<file path="src/rtl/clamp_alu_pkg.sv">
package clamp_alu_pkg;

   localparam int OPC_W = 4;

   typedef enum logic [OPC_W-1:0] {
      OP_IDLE    = 4'd0,
      OP_ADD_W   = 4'd1,
      OP_SUB_W   = 4'd2,
      OP_ADD_C   = 4'd3,
      OP_SUB_C   = 4'd4,
      OP_MAG_A   = 4'd5,
      OP_MAG_ADD = 4'd6,
      OP_MAG_SUB = 4'd7,
      OP_DROP_S  = 4'd8
   } alu_op_e;

   // Decoded micro-controls for one accepted operation.
   typedef struct packed {
      logic load;     // write result, N and Z
      logic inv_b;    // invert B, carry-in 1
      logic mute_b;   // force B to zero
      logic clamp;    // clamp to signed range
      logic mag;      // take magnitude before clamping
      logic drop_s;   // clear sticky saturation flag
   } alu_ctl_t;

endpackage

</file>
<file path="src/rtl/calu_decode.sv">
module calu_decode
   import clamp_alu_pkg::*;
(
   input  logic             valid_i,
   input  logic [OPC_W-1:0] code_i,
   output alu_ctl_t         ctl_o
);

   always_comb begin
      ctl_o = '0;
      if (valid_i) begin
         unique case (code_i)
            OP_ADD_W:   ctl_o.load = 1'b1;
            OP_SUB_W:   begin ctl_o.load = 1'b1; ctl_o.inv_b = 1'b1; end
            OP_ADD_C:   begin ctl_o.load = 1'b1; ctl_o.clamp = 1'b1; end
            OP_SUB_C:   begin ctl_o.load = 1'b1; ctl_o.clamp = 1'b1;
                              ctl_o.inv_b = 1'b1; end
            OP_MAG_A:   begin ctl_o.load = 1'b1; ctl_o.clamp = 1'b1;
                              ctl_o.mag = 1'b1; ctl_o.mute_b = 1'b1; end
            OP_MAG_ADD: begin ctl_o.load = 1'b1; ctl_o.clamp = 1'b1;
                              ctl_o.mag = 1'b1; end
            OP_MAG_SUB: begin ctl_o.load = 1'b1; ctl_o.clamp = 1'b1;
                              ctl_o.mag = 1'b1; ctl_o.inv_b = 1'b1; end
            OP_DROP_S:  ctl_o.drop_s = 1'b1;
            default:    ctl_o = '0;
         endcase
      end
   end

endmodule

</file>
<file path="src/rtl/calu_prep.sv">
module calu_prep #(
   parameter int DATA_W = 8,
   localparam int EXT_W = DATA_W + 1
) (
   input  logic [DATA_W-1:0] a_i,
   input  logic [DATA_W-1:0] b_i,
   input  logic              inv_b_i,
   input  logic              mute_b_i,
   output logic [EXT_W-1:0]  a_ext_o,
   output logic [EXT_W-1:0]  b_ext_o,
   output logic              cin_o
);

   logic [EXT_W-1:0] b_sel;

   // One guard bit by sign extension.
   assign a_ext_o = {a_i[DATA_W-1], a_i};
   assign b_sel   = mute_b_i ? '0 : {b_i[DATA_W-1], b_i};
   assign b_ext_o = inv_b_i ? ~b_sel : b_sel;
   assign cin_o   = inv_b_i;

endmodule

</file>
<file path="src/rtl/calu_adder.sv">
module calu_adder #(
   parameter int WIDTH       = 9,
   parameter int ADDER_STYLE = 0   // 0: behavioural, 1: explicit ripple chain
) (
   input  logic [WIDTH-1:0] x_i,
   input  logic [WIDTH-1:0] y_i,
   input  logic             cin_i,
   output logic [WIDTH-1:0] sum_o
);

   generate
      if (ADDER_STYLE == 0) begin : g_behav
         assign sum_o = x_i + y_i + {{(WIDTH-1){1'b0}}, cin_i};
      end else begin : g_ripple
         logic [WIDTH-1:0] carry;
         assign carry[0] = cin_i;
         for (genvar i = 0; i < WIDTH; i++) begin : g_bit
            assign sum_o[i] = x_i[i] ^ y_i[i] ^ carry[i];
            if (i < WIDTH - 1) begin : g_cy
               assign carry[i+1] = (x_i[i] & y_i[i]) |
                                   (carry[i] & (x_i[i] ^ y_i[i]));
            end
         end
      end
   endgenerate

endmodule

</file>
<file path="src/rtl/calu_post.sv">
module calu_post #(
   parameter int DATA_W = 8,
   localparam int EXT_W = DATA_W + 1
) (
   input  logic [EXT_W-1:0]  sum_i,
   input  logic              clamp_i,
   input  logic              mag_i,
   output logic [DATA_W-1:0] value_o,
   output logic              clipped_o
);

   localparam logic signed [EXT_W-1:0] TOP_V = EXT_W'((2 ** (DATA_W - 1)) - 1);
   localparam logic signed [EXT_W-1:0] BOT_V = -TOP_V - EXT_W'(1);
   localparam logic [DATA_W-1:0] TOP_D = {1'b0, {(DATA_W-1){1'b1}}};
   localparam logic [DATA_W-1:0] BOT_D = {1'b1, {(DATA_W-1){1'b0}}};

   logic signed [EXT_W-1:0] s;
   logic                    over_hi, over_lo, is_neg, mag_over;
   logic [DATA_W-1:0]       low_bits;

   assign s        = $signed(sum_i);
   assign low_bits = sum_i[DATA_W-1:0];
   assign is_neg   = sum_i[EXT_W-1];
   assign over_hi  = s > TOP_V;
   assign over_lo  = s < BOT_V;
   assign mag_over = is_neg ? (s < -TOP_V) : over_hi;

   always_comb begin
      value_o   = low_bits;
      clipped_o = 1'b0;
      if (clamp_i && mag_i) begin
         clipped_o = mag_over;
         if (mag_over)    value_o = TOP_D;
         else if (is_neg) value_o = -low_bits;
         else             value_o = low_bits;
      end else if (clamp_i) begin
         clipped_o = over_hi | over_lo;
         if (over_hi)      value_o = TOP_D;
         else if (over_lo) value_o = BOT_D;
      end
   end

endmodule

</file>
<file path="src/rtl/clamp_alu8.sv">
module clamp_alu8
   import clamp_alu_pkg::*;
#(
   parameter int DATA_W      = 8,
   parameter int ADDER_STYLE = 0
) (
   input  logic              clk,
   input  logic              rst_n,
   input  logic              in_valid,
   input  logic [3:0]        opcode,
   input  logic [DATA_W-1:0] opnd_a,
   input  logic [DATA_W-1:0] opnd_b,
   output logic [DATA_W-1:0] result,
   output logic              flag_neg,
   output logic              flag_zero,
   output logic              flag_sat
);

   localparam int EXT_W = DATA_W + 1;

   generate
      if (DATA_W < 2) begin : g_bad_width
         $error("clamp_alu8: DATA_W must be at least 2");
      end
      if (ADDER_STYLE != 0 && ADDER_STYLE != 1) begin : g_bad_style
         $error("clamp_alu8: ADDER_STYLE must be 0 or 1");
      end
   endgenerate

   alu_ctl_t          ctl;
   logic [EXT_W-1:0]  a_ext, b_ext, sum_ext;
   logic              cin;
   logic [DATA_W-1:0] value;
   logic              clipped;

   calu_decode u_dec (
      .valid_i (in_valid),
      .code_i  (opcode),
      .ctl_o   (ctl)
   );

   calu_prep #(.DATA_W(DATA_W)) u_prep (
      .a_i      (opnd_a),
      .b_i      (opnd_b),
      .inv_b_i  (ctl.inv_b),
      .mute_b_i (ctl.mute_b),
      .a_ext_o  (a_ext),
      .b_ext_o  (b_ext),
      .cin_o    (cin)
   );

   calu_adder #(.WIDTH(EXT_W), .ADDER_STYLE(ADDER_STYLE)) u_add (
      .x_i   (a_ext),
      .y_i   (b_ext),
      .cin_i (cin),
      .sum_o (sum_ext)
   );

   calu_post #(.DATA_W(DATA_W)) u_post (
      .sum_i     (sum_ext),
      .clamp_i   (ctl.clamp),
      .mag_i     (ctl.mag),
      .value_o   (value),
      .clipped_o (clipped)
   );

   always_ff @(posedge clk) begin
      if (!rst_n) begin
         result    <= '0;
         flag_neg  <= 1'b0;
         flag_zero <= 1'b0;
         flag_sat  <= 1'b0;
      end else begin
         if (ctl.load) begin
            result    <= value;
            flag_neg  <= value[DATA_W-1];
            flag_zero <= (value == '0);
            if (clipped) flag_sat <= 1'b1;
         end
         if (ctl.drop_s) flag_sat <= 1'b0;
      end
   end

endmodule

</file>
<file path="config.mk">
export PLATFORM = sky130hd
export DESIGN_NAME = clamp_alu8
export DESIGN_NICKNAME = d
export VERILOG_FILES = /design/src/rtl/clamp_alu_pkg.sv /design/src/rtl/calu_decode.sv /design/src/rtl/calu_prep.sv /design/src/rtl/calu_adder.sv /design/src/rtl/calu_post.sv /design/src/rtl/clamp_alu8.sv
export SDC_FILE = /design/constraint.sdc
export NUM_CORES = 1
export LEC_CHECK = 0
export ABC_AREA = 1
export CORE_MARGIN = 2
export CORE_UTILIZATION = 45
export DETAILED_ROUTE_END_ITERATION = 10
export PLACE_DENSITY = 0.76
export SLEW_MARGIN = 15
export SYNTH_ARGS = -nofsm -noshare
export SYNTH_HDL_FRONTEND = slang
export SYNTH_SLANG_ARGS = --single-unit
</file>
<file path="constraint.sdc">
create_clock -name clk -period 3.2 [get_ports clk]
set_input_delay 0.64 -clock clk [delete_from_list [all_inputs] [get_ports clk]]
set_output_delay 0.64 -clock clk [all_outputs]
set_load 0.01 [all_outputs]
</file>
**After elaboration in Yosys (flattened, before gate mapping)**

Index checks and enable logic that the tools add are counted.

- Logic and storage cells: 47
- RAM bits: 0
- Register bits after elaboration: 11
- Memories: 0
- Memory bits (read-only): 0
- Latch bits: 0
- Bits of input ports: 23

- Equal/unequal tests: 8
- Bitwise operators: 3
- Multiplexer cells: 18
- Multipliers: 0
- Reduce and logical (&&, ||, !) cells: 8
- Divide/modulo/power cells: 0
- Add/sub/neg operators: 3
- $lt $le $gt $ge: 3
- Shift-type cells: 0

Operator list:

| cell | count |
|---|---|
| $mux 8 | 6 |
| $lt 9x8->1 const B | 2 |
| $mux 9 | 2 |
| $eq 4x3->1 const B | 4 |
| $add 9x1->9 | 1 |
| $add 9x9->9 | 1 |
| $gt 9x8->1 const B | 1 |
| $mux 1 | 9 |
| $not 9->9 | 1 |
| $eq 4x2->1 const B | 2 |
| $logic_not 8->1 | 1 |
| $neg 8->8 | 1 |
| $reduce_or 7->1 | 1 |
| $mux 6 | 1 |
| $reduce_or 3->1 | 2 |
| $reduce_or 5->1 | 1 |
| $eq 4x1->1 const B | 1 |
| $eq 4x4->1 const B | 1 |
| $reduce_and 2->1 | 1 |
| $reduce_or 2->1 | 1 |
| $logic_and 1x1->1 | 1 |
| $not 1->1 | 1 |
| $or 1x1->1 | 1 |

**Depth between registers and ports, before layout**

Gate-level depths: netlist of run 1.

- Depth after elaboration: 15
- Depth in mapped cells: 24

**Hierarchy**

A second synthesis of run 1 with hierarchy kept.

- Cells, all modules: 292
- Area total of the unflattened synthesis: 1647.8 µm²

Modules (own cells, without submodules):

| module | area each (µm²) | instances | cells each | seq. area each (µm²) |
|---|---|---|---|---|
| calu_post | 493.0 | 1 | 100 | 0.0 |
| calu_adder | 424.2 | 1 | 71 | 0.0 |
| clamp_alu8 | 391.6 | 1 | 50 | 200.2 |
| calu_prep | 242.7 | 1 | 47 | 0.0 |
| calu_decode | 96.3 | 1 | 24 | 0.0 |

**Worst setup path after synthesis of run 1**

OpenSTA, ideal clock, no wires.

- Kind: input to register
- Start: input opcode[0]
- End: register flag_zero
- Data required time: 3134 ps
- Setup time: 66 ps
- Arrival: 2961 ps
- Path slack: 173 ps
- Cell stages on the path: 22
- Cells stage by stage: inv_1 -> nand2_1 -> nor2_1 -> nor2_2 -> nand2_4 -> xor2_1 -> ha_1 -> a21oi_2 -> nor2_1 -> a211oi_1 -> nand2_2 -> nand2_2 -> nand3_2 -> nand2_4 -> nand2_2 -> nand2_2 -> nand2_2 -> nand2_4 -> nand3_2 -> nor2_1 -> nand3_1 -> a21oi_2

- Word-level cells in the longest chain between the ends: 14

Ends and longest elaborated chain:

| item | RTL line | text |
|---|---|---|
| start: declaration | clamp_alu8.sv:10 | `input logic [3:0] opcode,` |
| $eq 4x3->1 | calu_decode.sv:12 | `unique case (code_i)` |
| $mux 1 | calu_decode.sv:12 |  |
| $mux 6 (*) | calu_decode.sv:11 | `if (valid_i) begin` |
| $mux 9 | calu_prep.sv:18 | `assign b_sel = mute_b_i ? '0 : {b_i[DATA_W-1], b_i};` |
| $not 9->9 | calu_prep.sv:19 | `assign b_ext_o = inv_b_i ? ~b_sel : b_sel;` |
| $mux 9 | calu_prep.sv:19 |  |
| $add 9x9->9 | calu_adder.sv:13 | `assign sum_o = x_i + y_i + {{(WIDTH-1){1'b0}}, cin_i};` |
| $add 9x1->9 | calu_adder.sv:13 |  |
| $lt 9x8->1 | calu_post.sv:25 | `assign over_lo = s < BOT_V;` |
| $mux 8 | calu_post.sv:39 | `else if (over_lo) value_o = BOT_D;` |
| $mux 8 | calu_post.sv:38 | `if (over_hi) value_o = TOP_D;` |
| $mux 8 | calu_post.sv:36 | `end else if (clamp_i) begin` |
| $mux 8 | calu_post.sv:31 | `if (clamp_i && mag_i) begin` |
| $logic_not 8->1 | clamp_alu8.sv:77 | `flag_zero <= (value == '0);` |
| end signal: assignment | clamp_alu8.sv:77 |  |
| end: declaration | clamp_alu8.sv:15 | `output logic flag_zero,` |

Mark *: on every way between the ends. The rest lies on a longest branch, timed or not.
A chain may end at the register's enable or synchronous reset.

**Final worst setup path of run 1**

- Start: input opcode[2]
- End: register flag_zero

Same word-level chain as after synthesis.

==> flow_results.xml, run 1 <==
<?xml version="1.0" encoding="UTF-8"?>
<metrics>
  <group name="status">
    <metric name="run_status" unit="">finished with violations</metric>
    <metric name="failed_checks" unit="">negative setup slack</metric>
  </group>
  <group name="critical_path">
    <metric name="critical_path.endpoint_type" unit="">flip-flop</metric>
    <metric name="worst_ep_required_time" unit="ns">3.41</metric>
    <metric name="worst-endpoint-arrival" unit="ns">3.43</metric>
    <metric name="timing.critical_path.slowest_cell_delay" unit="ns">0.36</metric>
    <metric name="timing.setup.critical_path_class" unit="">in -&gt; reg</metric>
    <metric name="path_buf_inv" unit="">4</metric>
    <metric name="r2r_slack" unit="ns">2.54</metric>
    <metric name="timing.critical_path.from_type" unit="">input port</metric>
    <metric name="cp_top_family" unit="">simple AND/OR/NAND/NOR gates</metric>
    <metric name="path_max_fanout" unit="">7</metric>
    <metric name="path_cells" unit="">buf_6 -&gt; inv_2 -&gt; nor2_2 -&gt; nand2_2 -&gt; nand2_4 -&gt; nand2_8 -&gt; xor2_1 -&gt; ha_1 -&gt; a21oi_2 -&gt; o211ai_1 -&gt; nand2_1 -&gt; a22oi_4 -&gt; buf_4 -&gt; o21bai_1 -&gt; nand3_1 -&gt; nand2_1 -&gt; inv_1 -&gt; nand3_2 -&gt; nor2_1 -&gt; nand3_1 -&gt; a21oi_2</metric>
    <metric name="crit_slowest_cell" unit="">sky130_fd_sc_hd__ha_1</metric>
  </group>
  <group name="synth">
    <metric name="synthMostInstantiatedCell" unit="">sky130_fd_sc_hd__nand2_1</metric>
    <metric name="synth-seq-cells" unit="">10</metric>
    <metric name="synth_cells" unit="">226</metric>
    <metric name="count_of_flip_flops_with_a_built_in_enable_after_synthesis" unit="">0</metric>
    <metric name="synth.largest_area_cell" unit="">sky130_fd_sc_hd__nand2_1</metric>
    <metric name="synth-async-reset-ratio" unit="%">0</metric>
    <metric name="yosysUniqueCellTypes" unit="">32</metric>
    <metric name="post_synth_main_area_contributors" unit="">sky130_fd_sc_hd__nand2_1 (15%), sky130_fd_sc_hd__dfxtp_1 (14%), sky130_fd_sc_hd__ha_1 (8.0%), sky130_fd_sc_hd__inv_1 (7.7%), sky130_fd_sc_hd__nand3_1 (6.7%)</metric>
    <metric name="synth.yosys.warnings" unit="">0</metric>
    <metric name="ys_top_cells_by_count" unit="">sky130_fd_sc_hd__nand2_1 (55), sky130_fd_sc_hd__inv_1 (29), sky130_fd_sc_hd__nand3_1 (19), sky130_fd_sc_hd__nor2_1 (19), sky130_fd_sc_hd__o21ai_0 (13)</metric>
    <metric name="postSynthAreaPerCell" unit="um^2">6.27</metric>
    <metric name="synth.cell_area" unit="um^2">1420</metric>
    <metric name="postSynth.topFlopCell" unit="">sky130_fd_sc_hd__dfxtp_1</metric>
    <metric name="mappedNetlistNets" unit="">259</metric>
    <metric name="synth_top_cell_area_share" unit="%">14.6</metric>
    <metric name="ys_seq_area_share" unit="%">14.1</metric>
  </group>
  <group name="timing">
    <metric name="min_period" unit="ns">3.22</metric>
    <metric name="relative_slew_margins" unit="%">67.7</metric>
    <metric name="finalSetupViolations" unit="">1</metric>
    <metric name="grt_setup_unrepaired" unit="">true</metric>
    <metric name="tightest_slew" unit="ns">0.479</metric>
    <metric name="fin_skew" unit="ns">0</metric>
    <metric name="drv_slew" unit="">0</metric>
    <metric name="share_of_the_cycle_needed_by_the_critical_path_after_routing" unit="%">101</metric>
    <metric name="worst_slack" unit="ns">-0.0199</metric>
    <metric name="hold_viol_final" unit="">0</metric>
    <metric name="clock.fmax" unit="GHz">0.311</metric>
    <metric name="finalSetupTns" unit="ns">-0.0199</metric>
  </group>
  <group name="routing">
    <metric name="detailroute.via_count" unit="">1832</metric>
    <metric name="drt_first_iter_violations" unit="">74</metric>
    <metric name="dr_wl_cell" unit="um">12.9</metric>
    <metric name="total_routed_wirelength" unit="um">4580</metric>
    <metric name="drc" unit="">0</metric>
    <metric name="viasPerCell" unit="">5.16</metric>
    <metric name="first_pass_iters" unit="">4</metric>
    <metric name="ant_nets" unit="">0</metric>
  </group>
  <group name="global_route">
    <metric name="grt_first_pass_wirelength" unit="um">6130</metric>
    <metric name="first_global_vias" unit="">1581</metric>
    <metric name="grt_antenna_before_repair" unit="">0</metric>
    <metric name="grt_remaining_overflow" unit="">0</metric>
    <metric name="overall_track_demand_over_capacity_in_global_routing" unit="%">21.3</metric>
    <metric name="pin_count_of_the_biggest_net_entering_global_routing" unit="">13</metric>
  </group>
  <group name="layout">
    <metric name="area_growth" unit="%">72.8</metric>
    <metric name="post_route_cells_drive_above_1_share" unit="%">42.4</metric>
    <metric name="nNetsFinal" unit="">345</metric>
    <metric name="final_cell_area" unit="um^2">2450</metric>
    <metric name="number_of_diodes_added_for_antenna_fixing" unit="">0</metric>
  </group>
  <group name="placement">
    <metric name="gp_congestion" unit="">0.872</metric>
    <metric name="dp.final_hpwl" unit="um">2950</metric>
    <metric name="post_placement_cell_area" unit="um^2">2110</metric>
    <metric name="io_buffer_count" unit="">33</metric>
  </group>
  <group name="power">
    <metric name="power_density" unit="nW/um^2">375</metric>
    <metric name="p_leak" unit="nW">1.21</metric>
    <metric name="share_comb_of_total_power" unit="%">72.6</metric>
    <metric name="seqPwrFrac" unit="%">15.1</metric>
    <metric name="power_report.internal_total" unit="uW">521</metric>
    <metric name="power.share.clock" unit="%">12.3</metric>
    <metric name="p_sw" unit="uW">397</metric>
    <metric name="switching_share_of_total_power" unit="%">43.2</metric>
    <metric name="vdd_ir_drop_max" unit="uV">186</metric>
  </group>
  <group name="clock_network">
    <metric name="cts.htree.levels" unit="">1</metric>
    <metric name="insertion_delay" unit="ns">0.26</metric>
    <metric name="clk_buf_depth" unit="">2</metric>
    <metric name="cts_num_sinks" unit="">10</metric>
    <metric name="ctsRootBufferMaster" unit="">sky130_fd_sc_hd__clkbuf_4</metric>
    <metric name="tritoncts" unit="">done</metric>
    <metric name="clkSlewWorstSetupHoldPaths" unit="ns">0.06</metric>
    <metric name="cts_buffers" unit="">3</metric>
  </group>
  <group name="floorplan">
    <metric name="dieHeight" unit="um">60.1</metric>
    <metric name="total_i_o_pin_count" unit="">34</metric>
    <metric name="rows" unit="">20</metric>
    <metric name="fp.coreArea" unit="um^2">3030</metric>
    <metric name="die_w" unit="um">60.1</metric>
    <metric name="die-area" unit="um^2">3610</metric>
    <metric name="initial_core_util" unit="%">46.8</metric>
  </group>
  <group name="flow_run">
    <metric name="maxCapViolations" unit="">0</metric>
  </group>
  <group name="min_path">
    <metric name="hold_class" unit="">reg -&gt; reg</metric>
  </group>
</metrics>
[power groups by stage]
stage / Combinational (mW) / Clock (mW) / Sequential (mW)
2_1_floorplan: 0.311 / 0 / 0.146
3_3_place_gp: 0.536 / 0 / 0.141
3_5_place_dp: 0.548 / 0 / 0.142
4_1_cts: 0.559 / 0.114 / 0.139
5_1_grt: 0.727 / 0.121 / 0.140
6_report: 0.666 / 0.113 / 0.139
[layout by cell type (no fill, tap or decap), drive strengths merged]
cell type,instances
xor2,9
dfxtp,10
ha,9
clkbuf,4
nor3,2
o21ai,16
a21oi,9
nand3b,2
o211ai,1
dlymetal6s2s,2
clkdlybuf4s50,26
a22oi,1
a211oi,1
buf,55
nand4,4
o21bai,1
nand3,26
fa,1
nand2,71
a31oi,4
a41oi,1
inv,33
nor2,22
xnor2,1
[per-layer routing]
metal  part of all wire, %  track usage [%]  vias up
met5                     0                0        -
met4                   4.7             7.94        0
met3                   4.5            0.649       22
met2                    51             40.2       78
met1                    40             25.1      828
li1                      -                -      904
[tightest hold or removal path, stage by stage, from the launching register on]
cell and delay [ns]:
sky130_fd_sc_hd__dfxtp_1 0.34, sky130_fd_sc_hd__a21oi_1 0.05, sky130_fd_sc_hd__nor2_1 0.07
[cell type report]
type	count	area, um^2
inverters	33	131
clock buffers	4	36.3
repair buffers	83	737
multi-input cells	181	1290
flip-flops and latches	10	200
fillers	199	581
well taps	44	55.1
[per-stage QoR]
stage / cells / total power, mW / utilization (%) / setup WS (ns) / hold slack [ns]
4_1_cts: 351 / 0.812 / 72.9 / 0.00413 / 0.482
5_1_grt: 355 / 0.988 / 80.8 / -0.207 / 0.508
3_5_place_dp: 344 / 0.690 / 69.8 / -0.652 / 0.468
2_1_floorplan: 226 / 0.457 / - / 0.173 / 0.499
6_report: 355 / 0.918 / 80.8 / -0.0199 / 0.490
3_3_place_gp: 344 / 0.677 / 69.8 / -0.546 / 0.462
[sequential cells by signal, indices dropped and copies added, names as in the netlist]
signal,flops
result,8
flag_sat,1
flag_zero,1
[kinds of logic (layout without fill, tap and decap cells)]
| kind of cell | Yosys count | count (layout) | share of synthesized area, % |
|---|---|---|---|
| flops | 10 | 10 | 14.1 |
| fa+ha+maj | 10 | 10 | 9.36 |
| xor+xnor | 10 | 10 | 6.18 |
| simple gates | 127 | 127 | 45.9 |
| compound gates | 34 | 34 | 14.8 |
| buf+inv | 35 | 120 | 9.54 |
[worst paths after layout]
check,endpoint,start,cells past startpoint
worst min-delay path,flag_sat,flag_sat,2
worst min register to register,flag_sat,flag_sat,2
worst max register to register,result[2],result[2],4
worst max-delay path,flag_zero,opcode[2],21
[repair_timing]
action,CTS,global route
endpoints found under the setup margin,10,9
resized for setup,16,80
hold buffers,0,0
buffers inserted,3,4
pin swaps,11,40
Power figures use the tool's default switching activity.
==> inputs of run 2 (changes only) <==
--- a/config.mk
+++ b/config.mk
@@ -9,6 +9,7 @@
 export CORE_MARGIN = 2
 export CORE_UTILIZATION = 45
 export DETAILED_ROUTE_END_ITERATION = 10
+export HOLD_SLACK_MARGIN = 0.03
 export PLACE_DENSITY = 0.76
 export SLEW_MARGIN = 15
 export SYNTH_ARGS = -nofsm -noshare
==> results of run 2 <==
The final DEF is identical to that of run 1; final timing and power are the same.
